==> src/rtl/vid_step_pkg.sv <==
package vid_step_pkg;

  // Command word from the control to the datapath, one clock wide.
  typedef struct packed {
    logic load;   // copy synchronized VID into the DAC register
    logic step;   // move the DAC register by one LSB
    logic up;     // step direction: 1 = increment
  } stepCmd_t;

  typedef enum logic [1:0] {
    ST_IDLE = 2'd0,
    ST_HOLD = 2'd1,
    ST_SLEW = 2'd2
  } ctrlState_e;

endpackage

==> src/rtl/vid_step_timer.sv <==
module vid_step_timer #(
  parameter int SLOT_CLKS = 10
) (
  input  logic clk,
  input  logic rst,
  input  logic cycleMark,
  output logic slotTick
);

  generate
    if (SLOT_CLKS <= 1) begin : gSingle
      // every clock is a sample slot
      assign slotTick = 1'b1;
    end else begin : gCount
      localparam int CW = $clog2(SLOT_CLKS);
      localparam logic [CW-1:0] LAST = CW'(SLOT_CLKS - 1);
      logic [CW-1:0] slotCnt;

      assign slotTick = (slotCnt == LAST);

      always_ff @(posedge clk) begin
        if (rst) begin
          slotCnt <= '0;
        end else if (slotTick || cycleMark) begin
          slotCnt <= '0;
        end else begin
          slotCnt <= slotCnt + 1'b1;
        end
      end
    end
  endgenerate

endmodule

==> src/rtl/vid_step_ctrl.sv <==
module vid_step_ctrl
  import vid_step_pkg::*;
#(
  parameter int CODE_W     = 8,
  parameter int HOLD_SLOTS = 3
) (
  input  logic                     clk,
  input  logic                     rst,
  input  logic                     slotTick,
  input  logic signed [CODE_W:0]   codeDiff,
  output stepCmd_t                 cmd
);

  localparam int DW = CODE_W + 1;
  localparam int HW = (HOLD_SLOTS > 1) ? $clog2(HOLD_SLOTS) : 1;
  localparam logic [HW-1:0] HOLD_LAST = HW'(HOLD_SLOTS - 1);
  localparam logic signed [DW-1:0] DIFF_PLUS  = DW'(1);
  localparam logic signed [DW-1:0] DIFF_MINUS = {DW{1'b1}};

  ctrlState_e             state, stateNxt;
  logic signed [DW-1:0]   pendDiff, pendNxt;
  logic [HW-1:0]          holdCnt, holdNxt;
  logic                   diffZero, diffUnit, towardUp;

  assign diffZero = (codeDiff == '0);
  assign diffUnit = (codeDiff == DIFF_PLUS) || (codeDiff == DIFF_MINUS);
  assign towardUp = ~codeDiff[DW-1];

  always_comb begin
    stateNxt = state;
    pendNxt  = pendDiff;
    holdNxt  = holdCnt;
    cmd      = '0;
    cmd.load = rst;
    cmd.up   = towardUp;
    if (!rst && slotTick) begin
      unique case (state)
        ST_IDLE: begin
          if (!diffZero) begin
            stateNxt = ST_HOLD;
            pendNxt  = codeDiff;
            holdNxt  = '0;
          end
        end
        ST_HOLD: begin
          if (diffZero) begin
            stateNxt = ST_IDLE;
          end else if (codeDiff != pendDiff) begin
            // difference moved: restart confirmation from this sample
            pendNxt = codeDiff;
            holdNxt = '0;
          end else if (holdCnt == HOLD_LAST) begin
            cmd.step = 1'b1;
            stateNxt = diffUnit ? ST_IDLE : ST_SLEW;
          end else begin
            holdNxt = holdCnt + 1'b1;
          end
        end
        ST_SLEW: begin
          if (diffZero) begin
            stateNxt = ST_IDLE;
          end else begin
            cmd.step = 1'b1;
            if (diffUnit) stateNxt = ST_IDLE;
          end
        end
        default: stateNxt = ST_IDLE;
      endcase
    end
  end

  always_ff @(posedge clk) begin
    if (rst) begin
      state    <= ST_IDLE;
      pendDiff <= '0;
      holdCnt  <= '0;
    end else begin
      state    <= stateNxt;
      pendDiff <= pendNxt;
      holdCnt  <= holdNxt;
    end
  end

endmodule

==> src/rtl/vid_step_dp.sv <==
module vid_step_dp
  import vid_step_pkg::*;
#(
  parameter int CODE_W = 8
) (
  input  logic                   clk,
  input  stepCmd_t               cmd,
  input  logic [CODE_W-1:0]      vidRaw,
  output logic [CODE_W-1:0]      vidSync,
  output logic [CODE_W-1:0]      dacReg,
  output logic                   stepPulse,
  output logic signed [CODE_W:0] codeDiff
);

  logic [CODE_W-1:0] vidMeta;

  // two-stage synchronizer, no reset needed
  always_ff @(posedge clk) begin
    vidMeta <= vidRaw;
    vidSync <= vidMeta;
  end

  assign codeDiff = $signed({1'b0, vidSync}) - $signed({1'b0, dacReg});

  always_ff @(posedge clk) begin
    if (cmd.load) begin
      dacReg <= vidSync;
    end else if (cmd.step) begin
      dacReg <= cmd.up ? dacReg + 1'b1 : dacReg - 1'b1;
    end
    stepPulse <= cmd.step & ~cmd.load;
  end

endmodule

==> src/rtl/vid_ref_stepper.sv <==
module vid_ref_stepper
  import vid_step_pkg::*;
#(
  parameter int CODE_W           = 8,
  parameter int PERIOD_CLKS      = 60,
  parameter int SLOTS_PER_PERIOD = 6
) (
  input  logic              clk,
  input  logic              rst,
  input  logic              cycleMark,
  input  logic [CODE_W-1:0] vidCode,
  output logic [CODE_W-1:0] dacCode,
  output logic              stepStrobe
);

  localparam int SLOT_CLKS  = PERIOD_CLKS / SLOTS_PER_PERIOD;
  localparam int HOLD_SLOTS = SLOTS_PER_PERIOD / 2;

  stepCmd_t                cmd;
  logic                    slotTick;
  logic [CODE_W-1:0]       vidSync;
  logic signed [CODE_W:0]  codeDiff;

  vid_step_timer #(.SLOT_CLKS(SLOT_CLKS)) timerInst (
    .clk      (clk),
    .rst      (rst),
    .cycleMark(cycleMark),
    .slotTick (slotTick)
  );

  vid_step_ctrl #(.CODE_W(CODE_W), .HOLD_SLOTS(HOLD_SLOTS)) ctrlInst (
    .clk     (clk),
    .rst     (rst),
    .slotTick(slotTick),
    .codeDiff(codeDiff),
    .cmd     (cmd)
  );

  vid_step_dp #(.CODE_W(CODE_W)) dpInst (
    .clk      (clk),
    .cmd      (cmd),
    .vidRaw   (vidCode),
    .vidSync  (vidSync),
    .dacReg   (dacCode),
    .stepPulse(stepStrobe),
    .codeDiff (codeDiff)
  );

endmodule

==> config.mk <==
export PLATFORM = sky130hd
export DESIGN_NAME = vid_ref_stepper
export DESIGN_NICKNAME = d
export VERILOG_FILES = /design/src/rtl/vid_step_pkg.sv /design/src/rtl/vid_step_timer.sv /design/src/rtl/vid_step_ctrl.sv /design/src/rtl/vid_step_dp.sv /design/src/rtl/vid_ref_stepper.sv
export SDC_FILE = /design/constraint.sdc
export NUM_CORES = 1
export LEC_CHECK = 0
export ABC_AREA = 0
export BUFFER_PORTS_ARGS = -buffer_cell sky130_fd_sc_hd__buf_2
export CORE_MARGIN = 5
export CORE_UTILIZATION = 30
export DETAILED_ROUTE_END_ITERATION = 10
export PLACE_DENSITY = 0.5
export SETUP_SLACK_MARGIN = 0.2
export SLEW_MARGIN = 20
export SYNTH_ARGS = -nofsm -noshare
export SYNTH_HDL_FRONTEND = slang
export SYNTH_SLANG_ARGS = --single-unit
==> constraint.sdc <==
create_clock -name clk -period 2.9 [get_ports clk]
set_input_delay 0.145 -clock clk [delete_from_list [all_inputs] [get_ports clk]]
set_output_delay 0.145 -clock clk [all_outputs]
set_load 0.02 [all_outputs]
**Word-level counts from Yosys, hierarchy flattened**

Index checks and enable logic that the tools add are counted.

- Equal/unequal tests: 14
- Div/mod/pow operators: 0
- Shifts and indexed selects: 0
- Muxes and demuxes: 26
- $mul: 0
- Add/sub/neg operators: 5
- Bitwise logic cells: 2
- $lt $le $gt $ge: 0
- Reduce and logical (&&, ||, !) cells: 12

Operators with widths:

| operator | number |
|---|---|
| 9-bit 2-to-1 mux | 3 |
| 8-bit 2-to-1 mux | 3 |
| 2-bit 2-to-1 mux | 11 |
| 9-bit one-hot mux with 2 select lines | 1 |
| 5-bit AND reduction | 3 |
| 9-bit by 1-bit == test with 1-bit output, second input constant | 1 |
| 9-bit by 2-bit == test with 1-bit output, second input constant | 1 |
| 9-bit zero test | 1 |
| 9-bit != test | 1 |
| 8-bit by 8-bit subtractor with 9-bit output | 1 |
| 8-bit by 1-bit adder with 8-bit output, second input constant | 1 |
| 8-bit by 1-bit subtractor with 8-bit output, second input constant | 1 |
| 3-bit by 1-bit != test with 1-bit output, second input constant | 2 |
| 3-bit by 2-bit != test with 1-bit output, second input constant | 2 |
| 2-bit one-hot mux with 3 select lines | 1 |
| 1-bit 2-to-1 mux | 5 |
| 4-bit by 1-bit adder with 4-bit output, second input constant | 1 |
| 2-bit == test, second input constant | 2 |
| 4-bit == test, second input constant | 1 |
| 2-bit != test, second input constant | 2 |
| 2-bit one-hot mux with 2 select lines | 1 |
| 2-bit nonzero test | 2 |
| 2-bit by 1-bit adder with 2-bit output, second input constant | 1 |
| 2-bit by 1-bit == test with 1-bit output, second input constant | 1 |
| other kinds (9) | 10 |

- Flip-flop bits (word level): 42
- Output and inout bits: 9
- Memory bits (writable): 0
- Latch bits: 0
- Memories kept: 0
- Bits in read-only memories: 0

**Logic depth before layout (Yosys ltp)**

Gate-level depths: netlist of the first run.

- Word-level depth: 8
- Mapped depth: 16
- Gate-level depth less buffers: 16

**Cells and area by module**

A second synthesis of the first run with hierarchy kept.

- Cell total of the unflattened synthesis: 245
- Area total of the unflattened synthesis: 2324.7 um^2

Modules (own cells, without submodules):

| module | instances | area each (um^2) | cells an instance |
|---|---|---|---|
| vid_step_dp | 1 | 1306.3 | 129 |
| vid_step_ctrl | 1 | 852.1 | 100 |
| vid_step_timer | 1 | 166.4 | 16 |

**Least setup slack after synthesis of the first run**

No wires, ideal clock.

- Path type: reg-to-reg
- Start: reg dpInst.dacReg[0]
- End: reg dpInst.dacReg[7], data pin
- Stages on the path, launching flop included: 16
- Required time: 2.633 ns
- Slack: -0.501 ns
- Arrival time: 3.134 ns
- Library setup time: 0.267 ns
- Clock period less this slack: 3.401 ns
- Cells stage by stage: edfxtp_1 -> ha_1 -> inv_1 -> fa_1 -> a211oi_2 -> nor2_1 -> o21ai_2 -> ha_1 -> a21o_1 -> a21oi_1 -> o21bai_1 -> a21oi_1 -> o21bai_1 -> a21oi_1 -> xnor2_1 -> o21ai_0

- Longest elaborated chain between the ends: 4
- Elaborated cells on any way between the ends: 6

Ends and longest elaborated chain:

| item | RTL line | source |
|---|---|---|
| from (decl) | vid_step_dp.sv:10 | `output logic [CODE_W-1:0] dacReg,` |
| from (signal assigned) | vid_step_dp.sv:27 | `dacReg <= vidSync;` |
| from (signal assigned) | vid_step_dp.sv:29 | `dacReg <= cmd.up ? dacReg + 1'b1 : dacReg - 1'b1;` |
| 8-bit by 8-bit subtractor with 9-bit output | vid_step_dp.sv:23 | `assign codeDiff = $signed({1'b0, vidSync}) - $signed({1'b0, dacReg});` |
| named net codeDiff[8] | vid_ref_stepper.sv:22 | `logic signed [CODE_W:0] codeDiff;` |
| 8-bit 2-to-1 mux | vid_step_dp.sv:29 |  |
| 8-bit 2-to-1 mux | vid_step_dp.sv:28 | `end else if (cmd.step) begin` |
| 8-bit 2-to-1 mux | vid_step_dp.sv:26 | `if (cmd.load) begin` |

The timed path passes the listed nets, and every way through them passes these cells. The select of a mux whose other input is x is not followed.
A chain may end at the register's enable or synchronous reset.

**Final worst setup path of the first run**

- Start: reg dpInst.dacReg[0]
- End: reg dpInst.dacReg[6], data pin

Same word-level chain as after synthesis.

==> results.cfg, run 1 <==
[layout]
syn2layout_area_growth_pct = 41.7
fillers = 764
n_antenna_cell = 0
utilization_pct = 44.0
stdcell_area_um2 = 3420
nNetsFinal = 377
drive_above_1_share_pct = 35.5

[yosys]
synth_top_area_cell = dfxtp_1
yosysSeqAreaShare_pct = 38.2
syn_nets = 291
synth.cell_area_um2 = 2410
yosys_most_used_dff = dfxtp_1
syn_avg_cell_area_um2 = 9.38
synthTopCellsByCount = dfxtp_1 (34), inv_1 (23), ha_1 (21)
yosysWarningCount = 0
synth_edf_count = 8
netlist_instances = 257
synth_most_common_cell = dfxtp_1
async_flop_share_pct = 0
synth.top_cell.area_share_pct = 28.2
synth.distinct_cells = 54
synthTopCellsByArea = dfxtp_1 (28%), ha_1 (11%), edfxtp_1 (10%)
ys_seq_elements = 42

[pwr]
seq_power_share_pct = 19.7
p_int_mw = 2.24
clkPwrFrac_pct = 15.3
power.net_switching_mw = 1.40
power.leakage_nw = 1.47
cellPowerDensity_nw_per_um2 = 1070
max-vdd-ir-drop_mv = 0.767
swShare_pct = 38.4
power_frac_comb_pct = 65.0
p_total_mw = 3.64

[worst_setup_path]
critical_path_class = reg -> reg
worstPathMaxFanout = 4
path_cells = ha_4, inv_2, fa_2, a211oi_4, nor2_2, o21ai_4, buf_4, buf_12, inv_4, fa_2, inv_2, a21oi_2, o21bai_1, a21o_1, a21oi_2, xor2_1, o21ai_1
critPathSlowestCell = edfxtp_1
arrival_ns = 3.17
r2r_setup_slack_ns = -0.23
startpoint_type = register
critical_path_required_ns = 2.95
critical-path-top-delay-family = compound AO/OA/AOI/OAI gates
cp-end-kind = register
cp_slowest_stage_delay_ns = 0.39
crit_buf_inv = 5

[detailed_routing]
vias = 2081
drc = 0
wl_met2_mm = 2.77
drt_pass1_iterations = 5
dr.max_layer_used = met4
wl_met1_mm = 2.65
avgViaCountPerCell = 4.67
wl_met3_um = 142
wl_per_cell_um = 12.7
ant_nets = 0
first_iter_violations = 94
routed_wl_mm = 5.65

[clock_tree]
cts_buffers = 5
path_clk_slew_ns = 0.09
clockBufferDepth = 2
cts_tree = done
cts_root_buffer = clkbuf_8
cts_sinks = 42
cts-htree-levels = 2
clkLatencyLatePin_ns = 0.30

[status]
violations = negative setup slack
status = finished, violations left

[floorplan]
core_area_um2 = 7770
fp-row-count = 32
io_pins = 20
start_util_pct = 31.0
die_area_um2 = 9930
die_h_um = 99.6
fp.dieW_um = 99.6

[timing]
slew_viol_final = 0
hold_viol_final = 0
rsz0062_at_grt = yes
fin_hold_ws_ns = 0.131
relSlewSlack_pct = 64.7
finalCritPeriodShare_pct = 108
worst_pin_slew_ns = 0.526
fin_crit_ns = 3.13
fmax_ghz = 0.320
finalSetupViolations = 25
fin_worst_skew_ns = 0.00681
setup_ws_ns = -0.227

[placement]
dpl_cell_area_um2 = 2970
io_buffers = 19
place.gp.congestion = 0.814
dp_slack_ns = -0.429
hpwl_mm = 4.12

[job]
max-cap-violations = 0

[global_routing]
grtUsageTotal_pct = 12.0
overflow = 0
grt_pass1_vias = 2109
antenna_found_initial = 0
grt_max_degree = 30
grt_pass1_wl_mm = 9.82

[hold_path]
hold_class = in -> reg
==> logic make-up (layout without fill, tap and decap cells) <==
group           count (synthesis)  count (layout)  synth area share (%)
compound gates                 66              66                  18.8
xor+xnor                       25              25                  9.40
fa+ha+maj                      23              23                  12.6
buf+inv                        31             117                  5.24
flops                          42              42                  38.2
mux                             1               1                 0.467
simple gates                   69              70                  15.3
==> metal layers <==
layer | vias to the layer above | global-route usage (%)
met4 | 0 | 3.78
li1 | 1084 | -
met3 | 8 | 1.96
met1 | 965 | 14.9
met2 | 24 | 21.3
met5 | - | 0
==> stage by stage <==
stage,setup TNS (ns),std cells
2_1_floorplan,-3.76,257
5_1_grt,-7.75,446
6_report,-3.36,446
3_5_place_dp,-5.97,414
3_3_place_gp,-5.51,414
4_1_cts,-2.51,444
==> power groups by stage <==
stage | logic (mW) | clock network, mW | registers, mW
after floorplan | 1.24 | 0 | 0.795
after global placement | 2.01 | 0 | 0.727
after detailed placement | 2.03 | 0 | 0.729
after CTS | 2.32 | 0.570 | 0.717
after global routing | 2.61 | 0.593 | 0.726
final | 2.37 | 0.556 | 0.716
==> worst paths after layout <==
kind                           from                 to  depth (start not counted)
setup / recovery   dpInst.dacReg[0]   dpInst.dacReg[6]                         17
hold / removal                  rst  ctrlInst.state[1]                          3
setup reg to reg   dpInst.dacReg[0]   dpInst.dacReg[6]                         17
hold reg to reg   dpInst.vidMeta[5]  dpInst.vidSync[5]                          0
==> area by class of cell <==
class / instances / area (um^2) / share of cell area (%)
repair buffers: 86 / 646 / 18.9
flip-flops and latches: 42 / 922 / 27.0
well taps: 102 / 128 / 3.74
clock inverters: 3 / 63.8 / 1.87
inverters: 23 / 88.8 / 2.60
multi-input cells: 185 / 1500 / 43.9
clock buffers: 5 / 68.8 / 2.01
==> cell usage in the layout (no fill, tap or decap), drive strengths merged, types with 3 or more instances in the layout <==
cell type     n
nor2         17
a21oi        18
a21o          4
a31oi         4
clkbuf        5
nand2b        3
ha           21
nand2        13
and4          4
buf          78
xnor2        16
inv          23
o21ai        19
dlygate4sd3   8
o21bai        3
nor3          8
edfxtp        8
nand3        10
dfxtp        34
xor2          9
==> flip-flops by register name (all words and copies together), names as in the netlist <==
name,count
ctrlInst.holdCnt,2
ctrlInst.pendDiff,9
ctrlInst.state,2
dpInst.dacReg,8
dpInst.stepPulse,1
dpInst.vidMeta,8
dpInst.vidSync,8
timerInst.gCount.slotCnt,4
==> timing repair <==
item / 4_1_cts / 5_1_grt
resized for setup: 29 / 3
buffers inserted: 13 / 2
endpoints found under the hold margin: 8 / 0
gates cloned: 1 / 0
pin swaps: 21 / 4
setup endpoints to repair: 28 / 29
hold buffers: 8 / 0
==> worst min-delay path, cell delays in order <==
cell and delay, ns:
buf_2 0.09, inv_1 0.05, o21a_1 0.10
No activity file was read; power rests on OpenSTA's default activity.
==> inputs of run 2 (changes only) <==
PLACE_DENSITY = 0.49   (was 0.5)
clock period = 3.8 ns   (was 2.9 ns; I/O delays follow)
==> results.cfg, run 2 (synthesized netlist as in run 1, its figures left out) <==
[detailed_routing]
first_iter_violations = 117
vias = 1913
ant_nets = 0
drc = 0
drt_pass1_iterations = 4
wl_per_cell_um = 13.3
avgViaCountPerCell = 4.86
routed_wl_mm = 5.25

[timing]
tns_ns = 0
slew_viol_final = 0
relSlewSlack_pct = 62.5
finalSetupViolations = 0
setup_ws_ns = 0.440
worst_pin_slew_ns = 0.563
finalCritPeriodShare_pct = 88.4
fin_worst_skew_ns = 0.00590
rsz0062_at_grt = no
hold_viol_final = 0
fin_crit_ns = 3.36
fmax_ghz = 0.298

[hold_path]
hold_class = in -> reg

[placement]
hpwl_mm = 3.97
io_buffers = 19
dp.cells = 373
place.gp.congestion = 0.853
dpl_cell_area_um2 = 2620
dp_slack_ns = 0.273

[clock_tree]
cts_buffers = 5
clockBufferDepth = 2
cts_tree = done
cts_sinks = 42
clkLatencyLatePin_ns = 0.29
path_clk_slew_ns = 0.08
cts-htree-levels = 2
cts_root_buffer = clkbuf_8

[global_routing]
grt_max_degree = 31
overflow = 0
antenna_found_initial = 0
grtUsageTotal_pct = 11.1
grt_pass1_vias = 1945
grt_pass1_wl_mm = 9.04

[pwr]
cellPowerDensity_nw_per_um2 = 759
max-vdd-ir-drop_mv = 0.441
power.leakage_nw = 1.18
p_total_mw = 2.17

[floorplan]
core_area_um2 = 7770
io_pins = 20
fp-row-count = 32
die_area_um2 = 9930
die_h_um = 99.6
start_util_pct = 31.0
fp.dieW_um = 99.6

[worst_setup_path]
cp-end-kind = register
critical_path_required_ns = 3.82
arrival_ns = 3.38
path_cells = ha_1, inv_1, fa_1, a211oi_2, nor2_1, o21ai_2, ha_1, a21o_1, a21oi_1, o21bai_1, a21oi_2, o21bai_1, a21oi_1, xnor2_1, o21ai_0
crit_buf_inv = 1
critical_path_class = reg -> reg
critical-path-top-delay-family = compound AO/OA/AOI/OAI gates
critPathSlowestCell = edfxtp_1
startpoint_type = register
worstPathMaxFanout = 5
cp_slowest_stage_delay_ns = 0.41

[layout]
largest_reg_flops = 9
stdcell_area_um2 = 2860
final_common_cell = dfxtp_1
syn2layout_area_growth_pct = 18.7
fin_cells = 394
drive_above_1_share_pct = 16.1
nNetsFinal = 325
n_antenna_cell = 0
largest_register = ctrlInst.pendDiff
mostFrequentLayoutCells = dfxtp_1 (34), inv_1 (23), ha_1 (21), buf_2 (19)

[status]
status = finished clean

[job]
max-cap-violations = 0
-- run 2: layer usage --
metal | wire (um) | part of all wire, % | track usage (%)
met5 | 0 | 0 | 0
met4 | 81 | 1.5 | 3.89
met3 | 126 | 2.4 | 2.03
met2 | 2480 | 47 | 19.4
met1 | 2570 | 49 | 13.8
-- run 2: timing repair --
item / CTS / global route
hold endpoints to repair: 8 / 0
gates resized for setup: 0 / 3
setup endpoints to repair: 0 / 10
hold buffers: 8 / 0
buffers inserted: 0 / 5
-- run 2: power breakdown --
| group | switching (mW) | internal (mW) | total (mW) |
|---|---|---|---|
| sequential | 0.0366 | 0.523 | 0.559 |
| clock | 0.153 | 0.214 | 0.367 |
| combinational | 0.714 | 0.532 | 1.25 |
| total | 0.903 | 1.27 | 2.17 |
-- run 2: cell type report --
class | instances | area [um^2]
clock inverters | 1 | 30.0
inverters | 23 | 86.3
fillers | 814 | 4910
well taps | 102 | 128
repair buffers | 35 | 235
clock buffers | 7 | 86.3
multi-input cells | 184 | 1380
flip-flops and latches | 42 | 921
-- run 2: stage by stage --
step           util, %  hold slack (ns)
2_1_floorplan        -            0.218
3_3_place_gp      33.7            0.292
3_5_place_dp      33.7            0.294
4_1_cts           36.2            0.215
5_1_grt           36.8            0.248
6_report          36.8            0.228
-- run 2: tightest hold or removal path, delay by kind of cell --
family        cells  cell delay [ns]
buf+inv           1             0.07
simple gates      3             0.21
-- run 2: final timing paths --
| check | startpoint | end | slack [ns] | cells after the start |
|---|---|---|---|---|
| worst max-delay path | dpInst.dacReg[0] | dpInst.dacReg[7] | 0.44 | 15 |
| worst min-delay path | cycleMark | timerInst.gCount.slotCnt[1] | 0.23 | 4 |
| worst max register to register | dpInst.dacReg[0] | dpInst.dacReg[7] | 0.44 | 15 |
| worst min register to register | dpInst.vidMeta[6] | dpInst.vidSync[6] | 0.33 | 0 |
==> inputs of run 3 (changes only) <==
PLACE_DENSITY = 0.55   (was 0.49)
==> results.cfg, run 3 (synthesized netlist as in run 1, its figures left out) <==
[layout]
multi_input_area_um2 = 1370
mostFrequentLayoutCells = dfxtp_1 (34), inv_1 (23), ha_1 (21), buf_2 (19), a21oi_1 (18)
drive_above_1_share_pct = 15.1
n_antenna_cell = 0
nNetsFinal = 324
largest_register = ctrlInst.pendDiff
final_common_cell = dfxtp_1
fin_cells = 393
seqCellArea_um2 = 921
largest_reg_flops = 9
syn2layout_area_growth_pct = 16.8
fillers = 812

[worst_setup_path]
worstReg2RegEnd = dpInst.dacReg[6]
critPathSlowestCell = edfxtp_1
r2r_start = dpInst.dacReg[0]
critPathCapture = dpInst.dacReg[6]
r2r_setup_slack_ns = 0.41
startpoint_type = register
cp_slowest_stage_delay_ns = 0.44
arrival_ns = 3.41
worst_path_most_repeated_cell = inv_1
rr_worst_depth = 16
worstSetupStartpoint = dpInst.dacReg[0]
critical_path_required_ns = 3.82
path_cells = ha_1, inv_1, fa_1, a211oi_2, nor2_1, o21ai_2, buf_4, inv_1, fa_1, inv_1, a21oi_1, o21bai_1, a21o_1, a21oi_1, xor2_1, o21ai_0
worstPathMaxFanout = 6
critical_path_class = reg -> reg
cp-end-kind = register

[floorplan]
fp-row-count = 32
die_h_um = 99.6
start_util_pct = 31.0
die_area_um2 = 9930
fp.dieW_um = 99.6
io_pins = 20
core_area_um2 = 7770

[detailed_routing]
ant_nets = 0
routed_wl_mm = 5.00
drc = 0
wl_per_cell_um = 12.7
drt_pass1_iterations = 4
avgViaCountPerCell = 4.77
vias = 1873
first_iter_violations = 80

[global_routing]
overflow = 0
grt_pass1_vias = 1862
grt_max_degree = 31
grt_pass1_wl_mm = 8.70
antenna_found_initial = 0
grtUsageTotal_pct = 10.5

[clock_tree]
cts-htree-levels = 2
cts_sinks = 42
clkLatencyLatePin_ns = 0.29
clockBufferDepth = 2
cts_tree = done
path_clk_slew_ns = 0.08
cts_buffers = 5
cts_root_buffer = clkbuf_8

[pwr]
max-vdd-ir-drop_mv = 0.503
swShare_pct = 42.9
seq_power_share_pct = 27.3
cellPowerDensity_nw_per_um2 = 730
p_total_mw = 2.06
power.net_switching_mw = 0.882
power_frac_comb_pct = 59.2
clkPwrFrac_pct = 13.5
power.leakage_nw = 1.16
p_int_mw = 1.17

[timing]
fin_hold_ws_ns = 0.219
tns_ns = 0
slew_viol_final = 0
rsz0062_at_grt = no
fmax_ghz = 0.295
relSlewSlack_pct = 64.6
fin_worst_skew_ns = 0.00947
fin_crit_ns = 3.39
finalCritPeriodShare_pct = 89.2
worst_pin_slew_ns = 0.531
finalSetupViolations = 0
hold_viol_final = 0

[placement]
dp.cells = 373
io_buffers = 19
hpwl_mm = 3.71
place.gp.congestion = 0.817

[status]
status = finished clean

[job]
max-cap-violations = 0

[hold_path]
hold_class = in -> reg
==> run 3: worst max-delay path, delay by kind of cell (launching register included) <==
kind	cells	cell delay, ns
xor+xnor	1	0.12
compound gates	7	1.11
flops	1	0.44
buf+inv	4	0.36
simple gates	1	0.10
fa+ha+maj	3	1.00
==> run 3: how the worst min path moves through the flow <==
| stage | startpoint | endpoint | slack (ns) | cells past startpoint |
|---|---|---|---|---|
| 3_3_place_gp | vidCode[7] | dpInst.vidMeta[7] | 0.29 | 1 |
| 3_5_place_dp | vidCode[7] | dpInst.vidMeta[7] | 0.29 | 1 |
| 2_1_floorplan | vidCode[0] | dpInst.vidMeta[0] | 0.22 | 0 |
| 4_1_cts | cycleMark | timerInst.gCount.slotCnt[1] | 0.22 | 4 |
| 6_report | cycleMark | timerInst.gCount.slotCnt[1] | 0.22 | 4 |
| 5_1_grt | cycleMark | timerInst.gCount.slotCnt[0] | 0.25 | 4 |
==> run 3: through the flow <==
| step | utilization (%) | setup slack (ns) | cell area, um^2 |
|---|---|---|---|
| floorplan | - | 0.399 | 2410 |
| global placement | 33.7 | 0.418 | 2620 |
| detailed placement | 33.7 | 0.352 | 2620 |
| CTS | 35.8 | 0.326 | 2780 |
| global route | 36.2 | 0.201 | 2810 |
| finish | 36.2 | 0.410 | 2810 |
==> run 3: cell type report <==
| type | count | share of cell area, % |
|---|---|---|
| tap | 102 | 4.54 |
| sequential | 42 | 32.7 |
| clock inverter | 2 | 0.356 |
| clock buffer | 6 | 2.58 |
| timing repair buffer | 34 | 8.09 |
| inverter | 23 | 3.07 |
| multi-input combinational | 184 | 48.6 |
==> run 3: timing repair <==
action | in CTS | in global routing
setup endpoints to repair | 0 | 9
hold buffers | 8 | 0
hold endpoints to repair | 8 | 0
buffers inserted | 0 | 4
gates resized for setup | 0 | 1
==> run 3: routing by layer <==
layer	share of wire, %	track usage [%]	wire (um)	vias to the layer above
li1	-	-	-	980
met1	49	14.0	2460	859
met2	47	17.0	2330	28
met3	2.8	2.24	140	6
met4	1.4	3.36	68	0
met5	0	0	0	-
==> run 3: power by group through the flow <==
stage | clock (mW) | combinational, mW | sequential, mW
after global routing | 0.310 | 1.35 | 0.569
after detailed placement | 0 | 1.17 | 0.572
after CTS | 0.292 | 1.18 | 0.561
after global placement | 0 | 1.17 | 0.570
after floorplan | 0 | 0.896 | 0.607
final | 0.277 | 1.22 | 0.561
